===== config.mk =====
export PLATFORM = sky130hd
export DESIGN_NAME = frame_gap_supervisor
export DESIGN_NICKNAME = d
export VERILOG_FILES = /design/src/rtl/fgs_pkg.sv /design/src/rtl/fgs_timer.sv /design/src/rtl/fgs_byte_counter.sv /design/src/rtl/frame_gap_supervisor.sv
export SDC_FILE = /design/constraint.sdc
export NUM_CORES = 1
export LEC_CHECK = 0
export CORE_UTILIZATION = 40
export DETAILED_ROUTE_END_ITERATION = 16
export HOLD_SLACK_MARGIN = 0.03
export PLACE_DENSITY = 0.63
export SLEW_MARGIN = 40
export SYNTH_ARGS = -nofsm -noshare
export SYNTH_HDL_FRONTEND = slang
export SYNTH_HIERARCHICAL = 1
export SYNTH_SLANG_ARGS = --single-unit

===== constraint.sdc =====
create_clock -name clk -period 6.7 [get_ports clk]
set_input_delay 1.34 -clock clk [delete_from_list [all_inputs] [get_ports clk]]
set_output_delay 1.34 -clock clk [all_outputs]
set_load 0.02 [all_outputs]

===== src/rtl/fgs_pkg.sv =====
package fgs_pkg;

    typedef enum logic [2:0] {
        ST_LISTEN,
        ST_RECV,
        ST_CONFIRM,
        ST_QUIET,
        ST_WAIT
    } phase_e;

    // microseconds to clock cycles for a clock given in kHz
    function automatic longint us_to_cycles(longint khz, longint us);
        return (khz * us) / 1000;
    endfunction

    function automatic longint lmax(longint a, longint b);
        return (a > b) ? a : b;
    endfunction

endpackage


===== src/rtl/fgs_timer.sv =====
module fgs_timer #(
    parameter int     TW      = 8,
    parameter longint RST_CYC = 16
) (
    input  logic          clk,
    input  logic          rst,
    input  logic          ld,
    input  logic [TW-1:0] val,
    output logic          exp
);

    logic [TW-1:0] remain;

    // a load of N makes exp visible N-1 edges later, so the FSM acts on the Nth edge
    always_ff @(posedge clk) begin
        if (rst) begin
            remain <= TW'(RST_CYC - 1);
        end else if (ld) begin
            remain <= val - TW'(1);
        end else if (remain != '0) begin
            remain <= remain - TW'(1);
        end
    end

    assign exp = (remain == '0);

    // the counter parks at zero until it is reloaded
    p_park_r10: assert property (@(posedge clk) disable iff (rst)
        (exp && !ld) |=> exp);

endmodule


===== src/rtl/fgs_byte_counter.sv =====
module fgs_byte_counter #(
    parameter int CW = 9
) (
    input  logic          clk,
    input  logic          rst,
    input  logic          first,
    input  logic          inc,
    output logic [CW-1:0] cnt
);

    localparam logic [CW-1:0] TOP = '1;

    always_ff @(posedge clk) begin
        if (rst) begin
            cnt <= '0;
        end else if (first) begin
            cnt <= CW'(1);
        end else if (inc && (cnt != TOP)) begin
            cnt <= cnt + CW'(1);
        end
    end

    // within a frame the count never falls, so an overrun byte cannot re-match the length
    p_cnt_mono_r7: assert property (@(posedge clk) disable iff (rst)
        !first |=> (cnt >= $past(cnt)));

endmodule


===== src/rtl/frame_gap_supervisor.sv =====
module frame_gap_supervisor
    import fgs_pkg::*;
#(
    parameter longint CLK_KHZ   = 200_000,
    parameter longint GAP_US    = 1000,
    parameter longint LISTEN_US = 30000,
    parameter longint QUIET_US  = 8000,
    parameter longint WAIT_US   = 22000,
    parameter int     LEN_W     = 8
) (
    input  logic             clk,
    input  logic             rst,
    input  logic             rx_stb,
    input  logic             fix_en,
    input  logic [LEN_W-1:0] fix_len,
    output logic             frame_end,
    output logic             frame_ok,
    output logic             timeout,
    output logic             proto_err
);

    localparam longint CONFIRM_US = GAP_US + GAP_US / 5;
    localparam longint LISTEN_C   = us_to_cycles(CLK_KHZ, LISTEN_US);
    localparam longint GAP_C      = us_to_cycles(CLK_KHZ, GAP_US);
    localparam longint CONFIRM_C  = us_to_cycles(CLK_KHZ, CONFIRM_US);
    localparam longint QUIET_C    = us_to_cycles(CLK_KHZ, QUIET_US);
    localparam longint WAIT_C     = us_to_cycles(CLK_KHZ, WAIT_US);
    localparam longint MAX_C      = lmax(lmax(LISTEN_C, WAIT_C), lmax(QUIET_C, CONFIRM_C));
    localparam int     TW         = $clog2(MAX_C + 1);
    localparam int     CW         = LEN_W + 1;

    phase_e         st, st_nxt;
    logic           seen, seen_clr;
    logic           tmr_ld, tmr_exp;
    logic [TW-1:0]  tmr_val;
    logic           cnt_first, cnt_inc;
    logic [CW-1:0]  cnt;
    logic [CW:0]    cnt_after;
    logic           hit;
    logic           ev_end, ev_ok, ev_to, ev_err;

    fgs_timer #(.TW(TW), .RST_CYC(LISTEN_C)) u_tmr (
        .clk (clk),
        .rst (rst),
        .ld  (tmr_ld),
        .val (tmr_val),
        .exp (tmr_exp)
    );

    fgs_byte_counter #(.CW(CW)) u_cnt (
        .clk   (clk),
        .rst   (rst),
        .first (cnt_first),
        .inc   (cnt_inc),
        .cnt   (cnt)
    );

    // byte count this character will produce, compared against the expected length
    always_comb begin
        if (st == ST_LISTEN || st == ST_WAIT) begin
            cnt_after = (CW+1)'(1);
        end else begin
            cnt_after = {1'b0, cnt} + (CW+1)'(1);
        end
        hit = fix_en && (cnt_after == {2'b00, fix_len});
    end

    // next phase, timer load and events; a character always outranks an expiry
    always_comb begin
        st_nxt    = st;
        tmr_ld    = 1'b0;
        tmr_val   = TW'(LISTEN_C);
        seen_clr  = 1'b0;
        cnt_first = 1'b0;
        cnt_inc   = 1'b0;
        ev_end    = 1'b0;
        ev_ok     = 1'b0;
        ev_to     = 1'b0;
        ev_err    = 1'b0;
        unique case (st)
            ST_LISTEN, ST_WAIT: begin
                if (rx_stb) begin                       // start-frame
                    cnt_first = 1'b1;
                    tmr_ld    = 1'b1;
                    if (hit) begin
                        st_nxt  = ST_CONFIRM;
                        tmr_val = TW'(CONFIRM_C);
                    end else begin
                        st_nxt  = ST_RECV;
                        tmr_val = TW'(GAP_C);
                    end
                end else if (tmr_exp) begin             // no-traffic / wait-done
                    st_nxt   = ST_LISTEN;
                    tmr_ld   = 1'b1;
                    tmr_val  = TW'(LISTEN_C);
                    seen_clr = 1'b1;
                    ev_to    = (st == ST_LISTEN);
                end
            end
            ST_RECV: begin
                if (rx_stb) begin                       // restart-gap / count-reached
                    cnt_inc = 1'b1;
                    tmr_ld  = 1'b1;
                    if (hit) begin
                        st_nxt  = ST_CONFIRM;
                        tmr_val = TW'(CONFIRM_C);
                    end else begin
                        tmr_val = TW'(GAP_C);
                    end
                end else if (tmr_exp) begin             // gap-end
                    st_nxt   = ST_QUIET;
                    tmr_ld   = 1'b1;
                    tmr_val  = TW'(QUIET_C);
                    seen_clr = 1'b1;
                    ev_end   = 1'b1;
                end
            end
            ST_CONFIRM: begin
                if (rx_stb) begin                       // restart-gap: frame overrun
                    cnt_inc = 1'b1;
                    st_nxt  = ST_RECV;
                    tmr_ld  = 1'b1;
                    tmr_val = TW'(GAP_C);
                end else if (tmr_exp) begin             // confirm-end
                    st_nxt   = ST_QUIET;
                    tmr_ld   = 1'b1;
                    tmr_val  = TW'(QUIET_C);
                    seen_clr = 1'b1;
                    ev_ok    = 1'b1;
                end
            end
            ST_QUIET: begin
                if (rx_stb) begin
                    ev_err = !seen;
                end else if (tmr_exp) begin
                    tmr_ld   = 1'b1;
                    seen_clr = 1'b1;
                    if (seen) begin                     // quiet-retry
                        tmr_val = TW'(QUIET_C);
                    end else begin                      // quiet-done
                        st_nxt  = ST_WAIT;
                        tmr_val = TW'(WAIT_C);
                    end
                end
            end
            default: begin
                st_nxt = ST_LISTEN;
            end
        endcase
    end

    // phase register and sticky character flag
    always_ff @(posedge clk) begin
        if (rst) begin
            st   <= ST_LISTEN;
            seen <= 1'b0;
        end else begin
            st <= st_nxt;
            if (seen_clr) begin
                seen <= 1'b0;
            end else if (rx_stb) begin
                seen <= 1'b1;
            end
        end
    end

    // registered event pulses
    always_ff @(posedge clk) begin
        if (rst) begin
            frame_end <= 1'b0;
            frame_ok  <= 1'b0;
            timeout   <= 1'b0;
            proto_err <= 1'b0;
        end else begin
            frame_end <= ev_end;
            frame_ok  <= ev_ok;
            timeout   <= ev_to;
            proto_err <= ev_err;
        end
    end

    p_one_event_r9: assert property (@(posedge clk) disable iff (rst)
        $onehot0({frame_end, frame_ok, timeout, proto_err}));

    p_end_single_r9: assert property (@(posedge clk) disable iff (rst)
        frame_end |=> !frame_end);

    p_ok_single_r6: assert property (@(posedge clk) disable iff (rst)
        frame_ok |=> !frame_ok);

    p_char_wins_r10: assert property (@(posedge clk) disable iff (rst)
        rx_stb |=> !(frame_end || frame_ok || timeout));

    p_listen_clean_r1: assert property (@(posedge clk) disable iff (rst)
        (st == ST_LISTEN) |-> !seen);

    p_err_in_quiet_r4: assert property (@(posedge clk) disable iff (rst)
        proto_err |-> ($past(st) == ST_QUIET && $past(rx_stb)));

    p_expiry_reload_r2: assert property (@(posedge clk) disable iff (rst)
        (tmr_exp && !rx_stb) |-> tmr_ld);

endmodule


==> tab_implementation.tex <==
\begin{tabular}{lr}
\hline
Metric & Value \\
\hline
\multicolumn{2}{l}{\textbf{Global route}} \\
\quad Via count of the first global-routing pass & 2,550 \\
\quad Global-route wire length before repair & 12.4 mm \\
\quad Pin count of the biggest net entering global routing & 48 \\
\quad Number of antenna violations at the first check in global routing & 0 \\
\quad GRT Total Usage & between 20\% and 30\% \\
\quad Global route total overflow & 0 \\
\multicolumn{2}{l}{\textbf{Floorplanning}} \\
\quad Core area & roughly 7300 um\^{}2 \\
\quad Number of core rows & 31 \\
\quad Die outline height & 89.5 um \\
\quad Initial core utilization & 41.8\% \\
\quad Floorplan die width & around 89 um \\
\quad Number of top-level pins & 16 \\
\quad Die footprint & between 8000 and 9000 um\^{}2 \\
\multicolumn{2}{l}{\textbf{STA}} \\
\quad Transition time at the pin with the least slew margin & about 760 ps \\
\quad Setup ws final & about 2000 ps \\
\quad RSZ-0062 raised after global routing & false \\
\quad Part of the cycle the worst path needs & a little over two thirds \\
\quad Number of pins with negative max-slew slack in the final report & 0 \\
\quad Slew Limit Headroom & between 40\% and 50\% \\
\quad Final Skew & 13.1 ps \\
\quad Setup violations, final & 0 \\
\quad F\_max & 0.213 GHz \\
\quad Count of endpoints failing hold in the final timing report & 0 \\
\quad Setup TNS & 0 ps \\
\quad Minimum clock period after layout & 4700 ps \\
\multicolumn{2}{l}{\textbf{Setup path}} \\
\quad Depth of the critical timing path with buffers and inverters included & 9 \\
\quad Crit-path max FO & 47 \\
\quad Number of cells on the worst reg-to-reg path & 12 \\
\quad Kind of launch point of the worst setup path & primary input \\
\quad Data required time of the critical path & slightly below 7000 ps \\
\quad Longest individual stage delay on the worst path & between 700 and 800 ps \\
\quad Cell-by-cell listing of the critical path & clkdlybuf4s50\_1, nor2\_1, a221oi\_4, buf\_4, nor3b\_2, o211ai\_2, nor4\_2, xor2\_1, a211o\_1 \\
\quad Crit path kind & in2reg \\
\quad Dominant delay contributor by cell family on the critical path & buffers and inverters \\
\quad Cell with the biggest individual delay on the critical path & sky130\_fd\_sc\_hd\_\_clkdlybuf4s50\_1 \\
\quad Arrival time at the worst endpoint & about 4900 ps \\
\quad Buf+Inv Stages, Crit Path & 2 \\
\quad Sort of element at the end of the critical path & flip-flop \\
\multicolumn{2}{l}{\textbf{Layout}} \\
\quad Layout Nets & $\sim$410 \\
\quad Layout cell share with drive strength beyond 1 & approximately a tenth \\
\quad Area growth from synthesis to layout & 13.4\% \\
\quad Sequential Area & between 800 and 900 um\^{}2 \\
\quad Number of antenna repair diodes & 0 \\
\quad Total area of multi-input combinational cells & approximately 2200 um\^{}2 \\
\quad Non-Filler Instances & about 500 \\
\quad Number of fill cells in the layout & between 700 and 800 \\
\multicolumn{2}{l}{\textbf{Detailed routing}} \\
\quad Number of detailed-route iterations in the first pass & 4 \\
\quad Antenna Nets Post-Route & 0 \\
\quad Via total after detailed routing & roughly 2,900 \\
\quad Initial DRC count & approximately 190 \\
\quad Drt via density & between 5 and 6 \\
\quad Detailed Route WL & 7.67 mm \\
\quad Number of design rule violations left after detail routing & 0 \\
\quad WL/cell & around 15 um \\
\multicolumn{2}{l}{\textbf{Min path}} \\
\quad Class of the worst hold path & reg2reg \\
\quad Worst hold path depth & 2 \\
\multicolumn{2}{l}{\textbf{Synth}} \\
\quad Most frequent cell after synthesis & sky130\_fd\_sc\_hd\_\_dfxtp\_1 \\
\quad Cell type contributing the most total cell area after synthesis & sky130\_fd\_sc\_hd\_\_dfxtp\_1 \\
\quad Number of register bits inferred by synthesis & 40 \\
\quad Area of the mapped netlist & between 3000 and 4000 um\^{}2 \\
\quad Share of synthesized flip-flops with an asynchronous set or reset & 0\% \\
\quad Mapped Avg Cell Area & approximately 8.3 um\^{}2 \\
\quad Cells taking the most area after synthesis & sky130\_fd\_sc\_hd\_\_dfxtp\_1 (26\%), sky130\_fd\_sc\_hd\_\_xnor2\_1 (5.4\%), sky130\_fd\_sc\_hd\_\_mux2i\_1 (5.2\%) \\
\quad Top FF cell, synth & sky130\_fd\_sc\_hd\_\_dfxtp\_1 \\
\quad Leading post-synthesis cells by instance count & sky130\_fd\_sc\_hd\_\_dfxtp\_1 (40), sky130\_fd\_sc\_hd\_\_nor2\_1 (29), sky130\_fd\_sc\_hd\_\_a21oi\_1 (20), sky130\_fd\_sc\_hd\_\_nand2\_1 (20) \\
\quad Area share of the largest cell type after synthesis & between 20\% and 30\% \\
\quad Proportion of synthesized chip area in sequential cells & a little over a quarter \\
\quad Cells after synthesis & 371 \\
\quad Number of synthesis warnings & 6 \\
\quad Number of distinct library cell variants in the gate-level netlist after synthesis & 76 \\
\quad Post-synth EDFFs & 0 \\
\multicolumn{2}{l}{\textbf{Clock tree}} \\
\quad Clock tree from TritonCTS & done \\
\quad Hold-fix buffers at CTS & 0 \\
\quad Buffer type at the clock tree root & sky130\_fd\_sc\_hd\_\_clkbuf\_8 \\
\quad Number of sinks handled by clock tree synthesis & 40 \\
\quad Maximum count of clock buffers along a single path & 2 \\
\quad CTS Buf Count & 5 \\
\quad Buffer count from post-CTS setup fixing & 0 \\
\quad CTS-repair resized insts & 0 \\
\quad Clock transition at the registers of the reported paths & around 90 ps \\
\quad Htree depth & 2 \\
\quad Clk Latency, worst-skew pair & around 300 ps \\
\multicolumn{2}{l}{\textbf{Power and ir drop}} \\
\quad Leakage dissipation & 1.27 nW \\
\quad P per Cell Area & $\sim$160 nW/um\^{}2 \\
\quad Power consumption & 563 uW \\
\quad Worst-case vdd ir drop & around 80 uV \\
\multicolumn{2}{l}{\textbf{Placed design}} \\
\quad Number of placed instances with taps included & 490 \\
\quad Final GP Congestion & approximately 0.84 \\
\quad IO Port Bufs & 15 \\
\quad Setup slack at placement & about 1700 ps \\
\quad HPWL after detailed placement & 5.56 mm \\
\multicolumn{2}{l}{\textbf{Status}} \\
\quad Status & finished clean \\
\multicolumn{2}{l}{\textbf{Flow run}} \\
\quad MaxCap Viol Count & 0 \\
\hline
\end{tabular}
-- flip-flops by register name (all words and copies together) (netlist names) --
signal	count
seen	1
u_tmr/remain	23
timeout	1
frame_end	1
st	3
frame_ok	1
u_cnt/cnt	9
proto_err	1
-- worst reg2reg max path, delay by kind of cell (launching register included) --
kind,cells,cell delay [ps]
simple gates,6,1900
compound gates,3,1100
buf+inv,2,910
flops,1,320
xor+xnor,1,130
-- where the power goes --
part | internal, mW | switching, mW
registers | 0.247 | 0.0138
logic | 0.0359 | 0.0446
clock network | 0.132 | 0.0905
total | 0.414 | 0.149
-- layer usage --
metal  track usage, %  vias up  wire [um]
met4             6.49        0        123
met5                0        -          0
met3             4.62       10        353
met2             31.6       72       3360
met1             28.5     1337       3840
li1                 -     1434          -
-- kinds of logic after synthesis --
logic type               share of synthesized area (%)
AND/OR/NAND/NOR                                   30.4
AO/OA/AOI/OAI                                     21.1
flip-flops                                        26.2
XOR/XNOR                                          9.73
buffers and inverters                             4.50
multiplexers                                      6.33
adder cells (fa/ha/maj)                           1.63
other                                            0.122
-- final timing paths --
| check | from | endpoint | slack (ps) |
|---|---|---|---|
| worst max-delay path | rx_stb | u_tmr/remain[16] | 2000 |
| worst min-delay path | u_cnt/cnt[7] | u_cnt/cnt[7] | 550 |
| worst max register to register | u_tmr/remain[21] | u_tmr/remain[16] | 2260 |
| worst min register to register | u_cnt/cnt[7] | u_cnt/cnt[7] | 550 |
-- stage by stage --
step           hold WS, ps  util [%]  area (um^2)
6_report               552      47.4         3470
5_1_grt                619      47.4         3470
4_1_cts                562      47.4         3470
3_5_place_dp           549      45.6         3350
3_3_place_gp           523      45.7         3350
2_1_floorplan          490         -         3140
-- cell usage in the layout (no fill, tap or decap), types with 5 or more instances in the layout --
cell | Yosys | final
sky130_fd_sc_hd__clkbuf_8 | 0 | 7
sky130_fd_sc_hd__clkdlybuf4s50_1 | 0 | 14
sky130_fd_sc_hd__conb_1 | 1 | 23
sky130_fd_sc_hd__a21oi_1 | 20 | 20
sky130_fd_sc_hd__dfxtp_1 | 40 | 40
sky130_fd_sc_hd__inv_1 | 12 | 12
sky130_fd_sc_hd__or3_1 | 7 | 7
sky130_fd_sc_hd__mux2i_1 | 16 | 16
sky130_fd_sc_hd__nor3_1 | 14 | 14
sky130_fd_sc_hd__xor2_1 | 15 | 15
sky130_fd_sc_hd__o21ai_0 | 19 | 18
sky130_fd_sc_hd__nor3b_1 | 7 | 7
sky130_fd_sc_hd__xnor2_1 | 19 | 19
sky130_fd_sc_hd__nor4_1 | 10 | 10
sky130_fd_sc_hd__nand2b_1 | 5 | 5
sky130_fd_sc_hd__nor2_1 | 29 | 29
sky130_fd_sc_hd__nand2_1 | 20 | 20
sky130_fd_sc_hd__nand3_1 | 13 | 13
-- final cells by class --
| type | instances | share of cell area [%] |
|---|---|---|
| clock buffer | 7 | 2.77 |
| clock inverter | 1 | 0.865 |
| inverter | 12 | 1.30 |
| multi-input combinational | 323 | 64.0 |
| sequential | 40 | 23.1 |
| tap | 99 | 3.57 |
| timing repair buffer | 16 | 4.40 |
(Power assumes the default switching activity.)
